--- config.mk ---
export PLATFORM = sky130hd
export DESIGN_NAME = acc_alu
export DESIGN_NICKNAME = d
export VERILOG_FILES = /design/src/rtl/acc_alu_pkg.sv /design/src/rtl/acc_alu_ctrl.sv /design/src/rtl/acc_alu_dpath.sv /design/src/rtl/acc_alu.sv
export SDC_FILE = /design/constraint.sdc
export NUM_CORES = 1
export LEC_CHECK = 0
export BUFFER_PORTS_ARGS = -buffer_cell sky130_fd_sc_hd__buf_2
export CAP_MARGIN = 20
export CELL_PAD_IN_SITES_DETAIL_PLACEMENT = 1
export CELL_PAD_IN_SITES_GLOBAL_PLACEMENT = 1
export CORE_MARGIN = 5
export CORE_UTILIZATION = 35
export DETAILED_ROUTE_END_ITERATION = 8
export GPL_ROUTABILITY_DRIVEN = 0
export PLACE_DENSITY_LB_ADDON = 0.2
export SYNTH_ARGS = -nofsm -noshare
export SYNTH_HDL_FRONTEND = slang
export SYNTH_SLANG_ARGS = --single-unit
--- constraint.sdc ---
create_clock -name vclk -period 7.3
set_input_delay 0.73 -clock vclk [all_inputs]
set_output_delay 0.73 -clock vclk [all_outputs]
set_load 0.01 [all_outputs]
--- src/rtl/acc_alu_pkg.sv ---
package acc_alu_pkg;

  // Flag bit positions: the core decodes these, so they are fixed.
  localparam int ZERO_BIT  = 7;
  localparam int SUB_BIT   = 6;
  localparam int HALF_BIT  = 5;
  localparam int CARRY_BIT = 4;

  typedef enum logic [2:0] {
    OP_ADD = 3'd0,
    OP_ADC = 3'd1,
    OP_SUB = 3'd2,
    OP_SBC = 3'd3,
    OP_AND = 3'd4,
    OP_XOR = 3'd5,
    OP_OR  = 3'd6,
    OP_CMP = 3'd7
  } aluOp_t;

  typedef enum logic [1:0] {
    LOG_AND = 2'd0,
    LOG_XOR = 2'd1,
    LOG_OR  = 2'd2
  } logicKind_t;

  typedef struct packed {
    logic       isArith;   // adder result drives the accumulator path
    logic       subMode;   // invert operand, borrow semantics
    logic       useCarry;  // fold incoming carry flag in
    logic       writeAcc;  // result replaces the accumulator
    logic       wide;      // 16-bit address add selected
    logicKind_t logicKind; // which bitwise function
  } aluStrobes_t;

endpackage

--- src/rtl/acc_alu_ctrl.sv ---
module acc_alu_ctrl
  import acc_alu_pkg::*;
(
  input  logic [2:0]  opSel,
  input  logic        wideMode,
  output aluStrobes_t strobes
);

  aluOp_t opCode;
  assign opCode = aluOp_t'(opSel);

  always_comb begin
    strobes           = '0;
    strobes.wide      = wideMode;
    strobes.logicKind = LOG_AND;
    unique case (opCode)
      OP_ADD: begin strobes.isArith = 1'b1; strobes.writeAcc = 1'b1; end
      OP_ADC: begin strobes.isArith = 1'b1; strobes.useCarry = 1'b1; strobes.writeAcc = 1'b1; end
      OP_SUB: begin strobes.isArith = 1'b1; strobes.subMode = 1'b1; strobes.writeAcc = 1'b1; end
      OP_SBC: begin strobes.isArith = 1'b1; strobes.subMode = 1'b1; strobes.useCarry = 1'b1;
                    strobes.writeAcc = 1'b1; end
      OP_AND: begin strobes.logicKind = LOG_AND; strobes.writeAcc = 1'b1; end
      OP_XOR: begin strobes.logicKind = LOG_XOR; strobes.writeAcc = 1'b1; end
      OP_OR:  begin strobes.logicKind = LOG_OR;  strobes.writeAcc = 1'b1; end
      OP_CMP: begin strobes.isArith = 1'b1; strobes.subMode = 1'b1; end
      default: strobes.isArith = 1'b0;
    endcase
    // The wide path never touches the accumulator.
    if (wideMode) strobes.writeAcc = 1'b0;
  end

  // Compare and wide add never write the accumulator
  always_comb begin
    if (opCode == OP_CMP || wideMode)
      p_no_acc_write_r6: assert (!strobes.writeAcc)
        else $error("accumulator write enabled for compare or wide add");
  end

endmodule

--- src/rtl/acc_alu_dpath.sv ---
module acc_alu_dpath
  import acc_alu_pkg::*;
#(
  parameter int DATA_W = 8,
  parameter int ADDR_W = 16
)(
  input  aluStrobes_t       strobes,
  input  logic [DATA_W-1:0] accIn,
  input  logic [DATA_W-1:0] operand,
  input  logic [7:0]        flagsIn,
  input  logic [ADDR_W-1:0] addrIn,
  input  logic [ADDR_W-1:0] pairIn,
  output logic [DATA_W-1:0] accOut,
  output logic [7:0]        flagsOut,
  output logic [ADDR_W-1:0] addrOut
);

  localparam int BYTE_HALF = DATA_W / 2;  // nibble boundary for half-carry
  localparam int WIDE_HALF = ADDR_W - 4;  // carry out of bit 11 for 16 bits

  // ---------------- byte adder ----------------
  logic              carryIn;
  logic              cinEff;
  logic [DATA_W-1:0] opEff;
  logic [DATA_W:0]   byteSum;
  logic [DATA_W-1:0] arithRes;
  logic              arithCarry;
  logic              arithHalf;

  always_comb begin
    carryIn    = strobes.useCarry & flagsIn[CARRY_BIT];
    opEff      = strobes.subMode ? ~operand : operand;
    cinEff     = strobes.subMode ? ~carryIn : carryIn;
    byteSum    = {1'b0, accIn} + {1'b0, opEff} + {{DATA_W{1'b0}}, cinEff};
    arithRes   = byteSum[DATA_W-1:0];
    arithCarry = strobes.subMode ? ~byteSum[DATA_W] : byteSum[DATA_W];
    arithHalf  = accIn[BYTE_HALF] ^ operand[BYTE_HALF] ^ arithRes[BYTE_HALF];
  end

  // ---------------- bitwise unit ----------------
  logic [DATA_W-1:0] logicRes;

  always_comb begin
    unique case (strobes.logicKind)
      LOG_AND: logicRes = accIn & operand;
      LOG_XOR: logicRes = accIn ^ operand;
      LOG_OR:  logicRes = accIn | operand;
      default: logicRes = accIn & operand;
    endcase
  end

  // ---------------- wide adder ----------------
  logic [ADDR_W:0] wideSum;
  logic            wideHalf;

  always_comb begin
    wideSum  = {1'b0, addrIn} + {1'b0, pairIn};
    wideHalf = addrIn[WIDE_HALF] ^ pairIn[WIDE_HALF] ^ wideSum[WIDE_HALF];
  end

  // ---------------- result and flag merge ----------------
  logic [DATA_W-1:0] byteRes;

  always_comb begin
    byteRes  = strobes.isArith ? arithRes : logicRes;
    flagsOut = '0;
    accOut   = strobes.writeAcc ? byteRes : accIn;
    addrOut  = strobes.wide ? wideSum[ADDR_W-1:0] : addrIn;
    if (strobes.wide) begin
      flagsOut[ZERO_BIT]  = flagsIn[ZERO_BIT];
      flagsOut[HALF_BIT]  = wideHalf;
      flagsOut[CARRY_BIT] = wideSum[ADDR_W];
    end else if (strobes.isArith) begin
      flagsOut[ZERO_BIT]  = (arithRes == '0);
      flagsOut[SUB_BIT]   = strobes.subMode;
      flagsOut[HALF_BIT]  = arithHalf;
      flagsOut[CARRY_BIT] = arithCarry;
    end else begin
      flagsOut[ZERO_BIT]  = (logicRes == '0);
      flagsOut[HALF_BIT]  = (strobes.logicKind == LOG_AND);
    end
  end

  // ---------------- local checks ----------------
  always_comb begin
    p_low_zero_r1: assert (flagsOut[3:0] == 4'h0)
      else $error("low flag bits not zero");
    if (strobes.wide)
      p_wide_flags_r9: assert (flagsOut[ZERO_BIT] == flagsIn[ZERO_BIT] && !flagsOut[SUB_BIT])
        else $error("wide add disturbed zero or subtract flag");
    if (!strobes.wide && !strobes.isArith)
      p_logic_carry_r8: assert (!flagsOut[CARRY_BIT] && !flagsOut[SUB_BIT])
        else $error("bitwise op left carry or subtract set");
    if (!strobes.wide && strobes.isArith)
      p_sub_flag_r5: assert (flagsOut[SUB_BIT] == strobes.subMode)
        else $error("subtract flag mismatch");
  end

endmodule

--- src/rtl/acc_alu.sv ---
module acc_alu
  import acc_alu_pkg::*;
(
  input  logic [7:0]  accIn,
  input  logic [7:0]  operand,
  input  logic [7:0]  flagsIn,
  input  logic [2:0]  opSel,
  input  logic        wideMode,
  input  logic [15:0] addrIn,
  input  logic [15:0] pairIn,
  output logic [7:0]  accOut,
  output logic [7:0]  flagsOut,
  output logic [15:0] addrOut
);

  aluStrobes_t strobes;

  acc_alu_ctrl u_ctrl (
    .opSel    (opSel),
    .wideMode (wideMode),
    .strobes  (strobes)
  );

  acc_alu_dpath #(.DATA_W(8), .ADDR_W(16)) u_dpath (
    .strobes  (strobes),
    .accIn    (accIn),
    .operand  (operand),
    .flagsIn  (flagsIn),
    .addrIn   (addrIn),
    .pairIn   (pairIn),
    .accOut   (accOut),
    .flagsOut (flagsOut),
    .addrOut  (addrOut)
  );

  always_comb begin
    if (wideMode || opSel == 3'd7)
      p_acc_hold_r10: assert (accOut == accIn)
        else $error("accumulator changed on compare or wide add");
    if (!wideMode && opSel == 3'd4)
      p_and_flags_r7: assert (flagsOut[HALF_BIT] && !flagsOut[CARRY_BIT])
        else $error("AND flags wrong");
  end

endmodule

==> results.yml, run 1 <==
clock_network:
  ctsHoldBuffers: 0
  cts.repair.resized: 0
  post_cts.repair.setup_buffers: 0
global_routing:
  overflow: 0
  grt_max_degree: 25
  grt_pass1_vias: 2445
  grt_usage_pct: 16.8
  grt_pass1_wl_mm: 11.1
  antenna_found_initial: 0
sta:
  rsz0062_at_grt: "false"
  setup-violations-final: 0
  relSlewSlack_pct: 57.2
  slew_viol_final: 0
  tns_ps: 0
  final.setup.worst_slack_ps: 2540
  period_needed_ps: 4760
  hold_viol: 0
  tightest_slew_ps: 641
  period_share_pct: 65.2
  fmax_mhz: 210
route:
  route.detailed.drc: 0
  wirelength_mm: 6.77
  dr.pass1.iters: 4
  num_vias: 2443
  drtIter0Drc: 70
  final_antenna_net_count: 0
  avgRoutedWirePerCell_um: 14.6
  routed_via_density: 5.27
cells_and_area:
  instances_no_fill: 464
  final_cell_mix: "buf_2 (82), ha_1 (43), nand2_1 (37)"
  final_common_cell: "buf_2"
  area_growth_pct: 20.1
  final_area_mm2: 0.00264
  multiInputGateArea_mm2: 0.00199
  fin_nets: 497
  seqCellArea_um2: 0
  final_core_util_pct: 43.8
  fill_cells: 826
  drive_gt1_share_pct: 24.9
  num_antenna_cells: 0
  nFlopsAndLatches: 0
  clock_buffers: 0
placement:
  place_inst: 463
  place_hpwl_mm: 5.83
  pre_cts_ws_ps: 2510
  placed_cell_area_mm2: 0.00263
  io_buffers: 82
setup_path:
  cp-startpoint: "opSel[2]"
  worst-path-max-fanout: 9
  critPathRequiredTime_ps: 6570
  critPathCapture: "flagsOut[7]"
  path_class: "input port to output pin"
  end_kind: "output pin"
  worstPathArrival_ps: 4030
  cp-start-kind: "input port"
worst_hold_path:
  min_from: "addrIn[8]"
  min_path_type: "input port to output pin"
pwr:
  ir_worst_vdd_mv: 0.0383
  p_seq_share_pct: 0
  cellLeakagePower_nw: 1.36
  comb_power_share_pct: 100.0
  p_int_mw: 0.102
  powerDensity_mw_per_mm2: 89.3
  switching_power_mw: 0.133
  power.clock.fraction_pct: 0
  switching_share_pct: 56.6
yosys:
  ys_warn_count: 0
  synthesis.instances: 318
  synth.mux.area_fraction_pct: 7.74
  yosys.area_share.simple_pct: 19.3
  synth_top_family_by_area: "adder cells"
  ys_types: 54
  syn_area_mm2: 0.00220
  syn_area_per_cell_um2: 6.91
  synth_xor_area_share_pct: 9.17
  synth-adder-area-share_pct: 27.2
  synth_compound_area_share_pct: 26.4
  yosysSeqAreaShare_pct: 0
floorplan:
  rows: 28
  die_w_um: 89.2
  dieArea_mm2: 0.00796
  pin_count: 92
  start_util_pct: 36.5
  fp.coreArea_mm2: 0.00603
  die_h_um: 89.2
status:
  status: "completed"
flow_run:
  cap_violations: 0
-- worst max-delay path, cell delays in order --
cell      delay (ps)
buf_2            170
inv_1            120
o21ai_2          530
xnor2_1          220
fa_1             230
inv_1             60
fa_1             400
a211oi_1         320
nor2_1           110
xor2_1           180
or4b_1           530
o41ai_2          240
buf_2            190
-- kinds of logic (layout without fill, tap and decap cells) --
kind of cell               after synthesis  in the layout
adders and majority gates               46             46
AOI/OAI and AO/OA                       90             90
xor gates and xnor gates                23             23
buffers and inverters                   52            120
muxes                                   16             16
and+or+nand+nor                         90             90
other                                    1              4
-- layer usage --
layer | vias up | part of all wire [%] | GRT usage (%)
met2 | 52 | 48 | 30.5
met1 | 1131 | 47 | 23.4
li1 | 1260 | - | -
met3 | 0 | 4.6 | 0.461
met5 | - | 0 | 0
met4 | 0 | 0 | 0.271
-- synthesized netlist by cell type (2+ instances only) --
library cell / n / area share, %
and3_1: 2 / 0.57
o21ai_0: 22 / 5.0
o22ai_1: 3 / 0.85
a31oi_1: 2 / 0.57
ha_1: 43 / 24
nand3b_1: 2 / 0.68
nand2_1: 37 / 6.3
buf_4: 4 / 1.4
a22oi_1: 10 / 3.4
fa_1: 3 / 2.7
o31ai_1: 2 / 0.68
mux2_2: 8 / 4.1
nor2b_1: 3 / 0.85
nor2_1: 20 / 3.4
inv_1: 36 / 6.2
a21o_1: 4 / 1.4
nand3_1: 5 / 1.1
nand2b_1: 3 / 0.85
xor2_1: 6 / 2.4
or3_1: 4 / 1.1
xnor2_1: 17 / 6.8
a21oi_1: 24 / 5.5
o211ai_1: 6 / 2.0
nor3_1: 2 / 0.46
nand4_1: 2 / 0.57
mux2i_1: 8 / 3.6
nor3b_1: 2 / 0.68
nor4_1: 2 / 0.57
clkbuf_1: 10 / 1.7
a211oi_1: 2 / 0.68
-- area by class of cell --
type / count / share of cell area [%]
Multi-Input combinational cell: 269 / 75.3
Tap cell: 75 / 3.56
Inverter: 37 / 5.26
Timing Repair Buffer: 83 / 15.8
-- per-stage QoR --
| step | hold WS, ps | power [mW] |
|---|---|---|
| after global placement | 1770 | 0.230 |
| after CTS | 1770 | 0.237 |
| after global routing | 1800 | 0.266 |
| after detailed placement | 1770 | 0.236 |
| final | 1770 | 0.236 |
| after floorplan | 1570 | 0.162 |
-- power groups by stage --
stage          clock network (mW)  registers (mW)  logic [mW]
4_1_cts                         0               0       0.237
5_1_grt                         0               0       0.266
3_5_place_dp                    0               0       0.236
3_3_place_gp                    0               0       0.230
6_report                        0               0       0.236
2_1_floorplan                   0               0       0.162
-- worst min-delay path by stage --
stage,cells past startpoint,slack (ps),to
2_1_floorplan,2,1570,flagsOut[7]
3_3_place_gp,4,1770,addrOut[9]
3_5_place_dp,4,1770,addrOut[8]
4_1_cts,4,1770,addrOut[8]
5_1_grt,4,1800,flagsOut[7]
6_report,4,1770,addrOut[8]
(Power assumes the default switching activity.)
==> run 2: changes to the inputs <==
--- a/config.mk
+++ b/config.mk
@@ -10,7 +10,7 @@
 export CELL_PAD_IN_SITES_DETAIL_PLACEMENT = 1
 export CELL_PAD_IN_SITES_GLOBAL_PLACEMENT = 1
 export CORE_MARGIN = 5
-export CORE_UTILIZATION = 35
+export CORE_UTILIZATION = 32
 export DETAILED_ROUTE_END_ITERATION = 8
 export GPL_ROUTABILITY_DRIVEN = 0
 export PLACE_DENSITY_LB_ADDON = 0.2
==> constraint.sdc (replaced) <==
create_clock -name vclk -period 4.15
set_input_delay 0.415 -clock vclk [all_inputs]
set_output_delay 0.415 -clock vclk [all_outputs]
set_load 0.01 [all_outputs]
==> results.yml, run 2 (same netlist as run 1, synthesis figures left out) <==
setup_path:
  crit_family: "buffers and inverters"
  critPathRequiredTime_ps: 3730
  worstPathArrival_ps: 3200
  crit_top_cell: "buf_2"
  end_kind: "output pin"
  crit_buf_inv: 4
  worstPathCellList: "buf_2 -> inv_1 -> o21ai_2 -> buf_4 -> xnor2_1 -> fa_1 -> a211oi_1 -> nor2_1 -> xor2_1 -> or4b_1 -> o41ai_2 -> buf_2"
  critical-path-max-stage-delay_ps: 530
  cp-start-kind: "input port"
  cp_slowest_cell: "or4b_1"
  path_class: "input port to output pin"
  worst-path-max-fanout: 9
  cp-startpoint: "opSel[2]"
global_routing:
  grt_pass1_vias: 2484
  overflow: 0
  grt_max_degree: 25
  grt_usage_pct: 15.5
  grt_pass1_wl_mm: 11.5
  antenna_found_initial: 0
clock_network:
  cts.repair.resized: 0
  ctsHoldBuffers: 0
  post_cts.repair.setup_buffers: 0
placement:
  placed_cell_area_mm2: 0.00265
  place_inst: 470
  place_hpwl_mm: 5.88
  io_buffers: 82
floorplan:
  dieArea_mm2: 0.00862
  pin_count: 92
  die_w_um: 92.9
  rows: 30
  start_util_pct: 32.5
  fp.coreArea_mm2: 0.00676
  die_h_um: 92.9
cells_and_area:
  area_growth_pct: 21.1
  final_core_util_pct: 39.4
  fin_nets: 499
  fill_cells: 907
  instances_no_fill: 471
  final_cell_mix: "buf_2 (82), ha_1 (43), nand2_1 (37)"
  seqCellArea_um2: 0
  clock_buffers: 0
  nFlopsAndLatches: 0
  final_area_mm2: 0.00266
  drive_gt1_share_pct: 25.3
  final_common_cell: "buf_2"
  multiInputGateArea_mm2: 0.00199
  num_antenna_cells: 0
pwr:
  comb_power_share_pct: 100.0
  switching_power_mw: 0.234
  powerDensity_mw_per_mm2: 156
  switching_share_pct: 56.4
  p_seq_share_pct: 0
  power_mw: 0.416
  ir_worst_vdd_mv: 0.0482
  cellLeakagePower_nw: 1.37
  p_int_mw: 0.181
  power.clock.fraction_pct: 0
sta:
  tns_ps: 0
  period_share_pct: 87.2
  hold_viol: 0
  period_needed_ps: 3620
  setup-violations-final: 0
  rsz0062_at_grt: "false"
  fmax_mhz: 276
  slew_viol_final: 0
route:
  wl_met1_mm: 3.52
  dr.pass1.iters: 4
  routed_via_density: 5.26
  route.detailed.drc: 0
  drtIter0Drc: 67
  avgRoutedWirePerCell_um: 14.7
  final_antenna_net_count: 0
  highest_layer: "met3"
  wirelength_mm: 6.91
  routed-wl-met3_um: 254
  num_vias: 2479
  wl_met2_mm: 3.13
status:
  status: "completed"
worst_hold_path:
  min_from: "addrIn[9]"
  min_path_type: "input port to output pin"
flow_run:
  cap_violations: 0
==> run 2: cell count changes in the layout (fill, tap and decap cells not counted) <==
cell / delta
buf_4: +2
==> run 2: worst min-delay path: cells and delay by family <==
| family | cells | cell delay, ps |
|---|---|---|
| and+or+nand+nor | 1 | 40 |
| buffers and inverters | 2 | 220 |
| AOI/OAI and AO/OA | 1 | 50 |
==> run 2: layout make-up <==
class | count | share of cell area (%)
well taps | 80 | 3.76
multi-input cells | 269 | 74.7
inverters | 37 | 5.22
repair buffers | 85 | 16.3
==> run 2: final timing paths <==
kind	to	slack (ps)	cells after the start
setup / recovery	flagsOut[7]	530	12
hold / removal	addrOut[9]	1140	4
==> run 2: power by group through the flow <==
| stage | combinational [mW] | clock [mW] | sequential (mW) |
|---|---|---|---|
| final | 0.416 | 0 | 0 |
| after global routing | 0.467 | 0 | 0 |
| after CTS | 0.419 | 0 | 0 |
| after detailed placement | 0.416 | 0 | 0 |
| after global placement | 0.408 | 0 | 0 |
| after floorplan | 0.284 | 0 | 0 |
==> run 2: layer usage <==
metal | vias to the layer above | GRT usage, %
li1 | 1259 | -
met1 | 1163 | 22.5
met2 | 57 | 26.8
met3 | 0 | 0.569
met4 | 0 | 0
met5 | - | 0
==> run 2: stage by stage <==
stage               hold WS [ps]  setup slack, ps
floorplan                    939              422
CTS                         1150              506
detailed placement          1150              516
finish                      1140              530
global route                1190              270
global placement            1140              544
==> run 3: changes to the inputs <==
--- a/config.mk
+++ b/config.mk
@@ -7,10 +7,10 @@
 export LEC_CHECK = 0
 export BUFFER_PORTS_ARGS = -buffer_cell sky130_fd_sc_hd__buf_2
 export CAP_MARGIN = 20
-export CELL_PAD_IN_SITES_DETAIL_PLACEMENT = 1
-export CELL_PAD_IN_SITES_GLOBAL_PLACEMENT = 1
+export CELL_PAD_IN_SITES_DETAIL_PLACEMENT = 0
+export CELL_PAD_IN_SITES_GLOBAL_PLACEMENT = 2
 export CORE_MARGIN = 5
-export CORE_UTILIZATION = 32
+export CORE_UTILIZATION = 24
 export DETAILED_ROUTE_END_ITERATION = 8
 export GPL_ROUTABILITY_DRIVEN = 0
 export PLACE_DENSITY_LB_ADDON = 0.2
==> results.yml, run 3 (same netlist as run 1, synthesis figures left out) <==
sta:
  final.setup.worst_slack_ps: 491
  tightest_slew_ps: 506
  relSlewSlack_pct: 66.3
  hold_viol: 0
  rsz0062_at_grt: "false"
  tns_ps: 0
  slew_viol_final: 0
  fmax_mhz: 273
  period_needed_ps: 3660
  setup-violations-final: 0
  period_share_pct: 88.2
cells_and_area:
  instances_no_fill: 502
  final_common_cell: "buf_2"
  area_growth_pct: 22.8
  num_antenna_cells: 0
  clock_buffers: 0
  final_cell_mix: "buf_2 (82), ha_1 (43), nand2_1 (37)"
  seqCellArea_um2: 0
  drive_gt1_share_pct: 25.3
  fin_nets: 499
  multiInputGateArea_mm2: 0.00199
  nFlopsAndLatches: 0
  fill_cells: 1034
  final_area_mm2: 0.00270
route:
  drtIter0Drc: 60
  route.detailed.drc: 0
  wirelength_mm: 6.90
  avgRoutedWirePerCell_um: 13.7
  routed_via_density: 4.74
  num_vias: 2381
  final_antenna_net_count: 0
  dr.pass1.iters: 4
setup_path:
  worstPathArrival_ps: 3240
  worst-path-max-fanout: 9
  worstPathCellList: "buf_2 -> inv_1 -> o21ai_2 -> xnor2_1 -> fa_1 -> inv_1 -> fa_1 -> a211oi_1 -> nor2_1 -> xor2_1 -> or4b_1 -> o41ai_2 -> buf_2"
  cp-startpoint: "opSel[2]"
  critPathCapture: "flagsOut[7]"
  end_kind: "output pin"
  path_class: "input port to output pin"
  cp_slowest_cell: "or4b_1"
  critical-path-max-stage-delay_ps: 540
  critPathRequiredTime_ps: 3730
  cp-start-kind: "input port"
clock_network:
  post_cts.repair.setup_buffers: 0
  cts.repair.resized: 0
  ctsHoldBuffers: 0
worst_hold_path:
  min_path_type: "input port to output pin"
  whs_path_depth: 4
pwr:
  power.clock.fraction_pct: 0
  powerDensity_mw_per_mm2: 153
  p_int_mw: 0.181
  p_seq_share_pct: 0
  comb_power_share_pct: 100.0
  ir_worst_vdd_mv: 0.0555
  switching_power_mw: 0.233
  switching_share_pct: 56.2
  cellLeakagePower_nw: 1.37
floorplan:
  rows: 35
  dieArea_mm2: 0.0112
  die_w_um: 106
  die_h_um: 106
  pin_count: 92
  start_util_pct: 24.2
  fp.coreArea_mm2: 0.00906
global_routing:
  grt_pass1_vias: 2435
  grt_pass1_wl_mm: 11.8
  antenna_found_initial: 0
  grt_usage_pct: 12.4
  overflow: 0
  grt_max_degree: 25
placement:
  pre_cts_ws_ps: 483
  place_inst: 501
  place_hpwl_mm: 5.87
  io_buffers: 82
  placed_cell_area_mm2: 0.00269
status:
  status: "completed"
flow_run:
  cap_violations: 0
run 3: cell counts in the layout (fill, tap and decap cells not counted):
Identical to the previous run, type by type.
run 3: power groups by stage:
stage,clock (mW),combinational [mW],sequential [mW]
global route,0,0.472,0
finish,0,0.414,0
floorplan,0,0.284,0
CTS,0,0.420,0
global placement,0,0.419,0
detailed placement,0,0.418,0
run 3: metrics by stage:
stage | util, % | hold slack (ps) | total power, mW
after floorplan | - | 939 | 0.284
after global placement | 29.7 | 1140 | 0.419
after detailed placement | 29.7 | 1150 | 0.418
after CTS | 29.7 | 1150 | 0.420
after global routing | 29.8 | 1170 | 0.472
final | 29.8 | 1140 | 0.414
run 3: layout make-up:
cell class         instances  share of cell area (%)
well taps                111                    5.15
multi-input cells        269                    73.7
repair buffers            85                    16.0
inverters                 37                    5.15
run 3: worst min path at each step:
stage,to,slack (ps),startpoint
2_1_floorplan,flagsOut[7],940,flagsIn[7]
3_3_place_gp,addrOut[9],1140,addrIn[9]
3_5_place_dp,addrOut[9],1150,addrIn[9]
4_1_cts,addrOut[9],1150,addrIn[9]
5_1_grt,addrOut[8],1170,addrIn[8]
6_report,addrOut[9],1140,addrIn[9]
run 3: per-layer routing:
layer  vias up  share of wire, %  track usage, %
met5         -                 0               0
met3         0               3.7           0.674
met2        43                46            21.7
met1      1074                50            17.7
li1       1264                 -               -
met4         0                 0           0.185
run 3: critical path: cells and delay by family:
kind                       cells  cell delay (ps)
AOI/OAI and AO/OA              3              690
xor gates and xnor gates       2              340
and+or+nand+nor                2              650
buffers and inverters          4              520
adders and majority gates      2              610
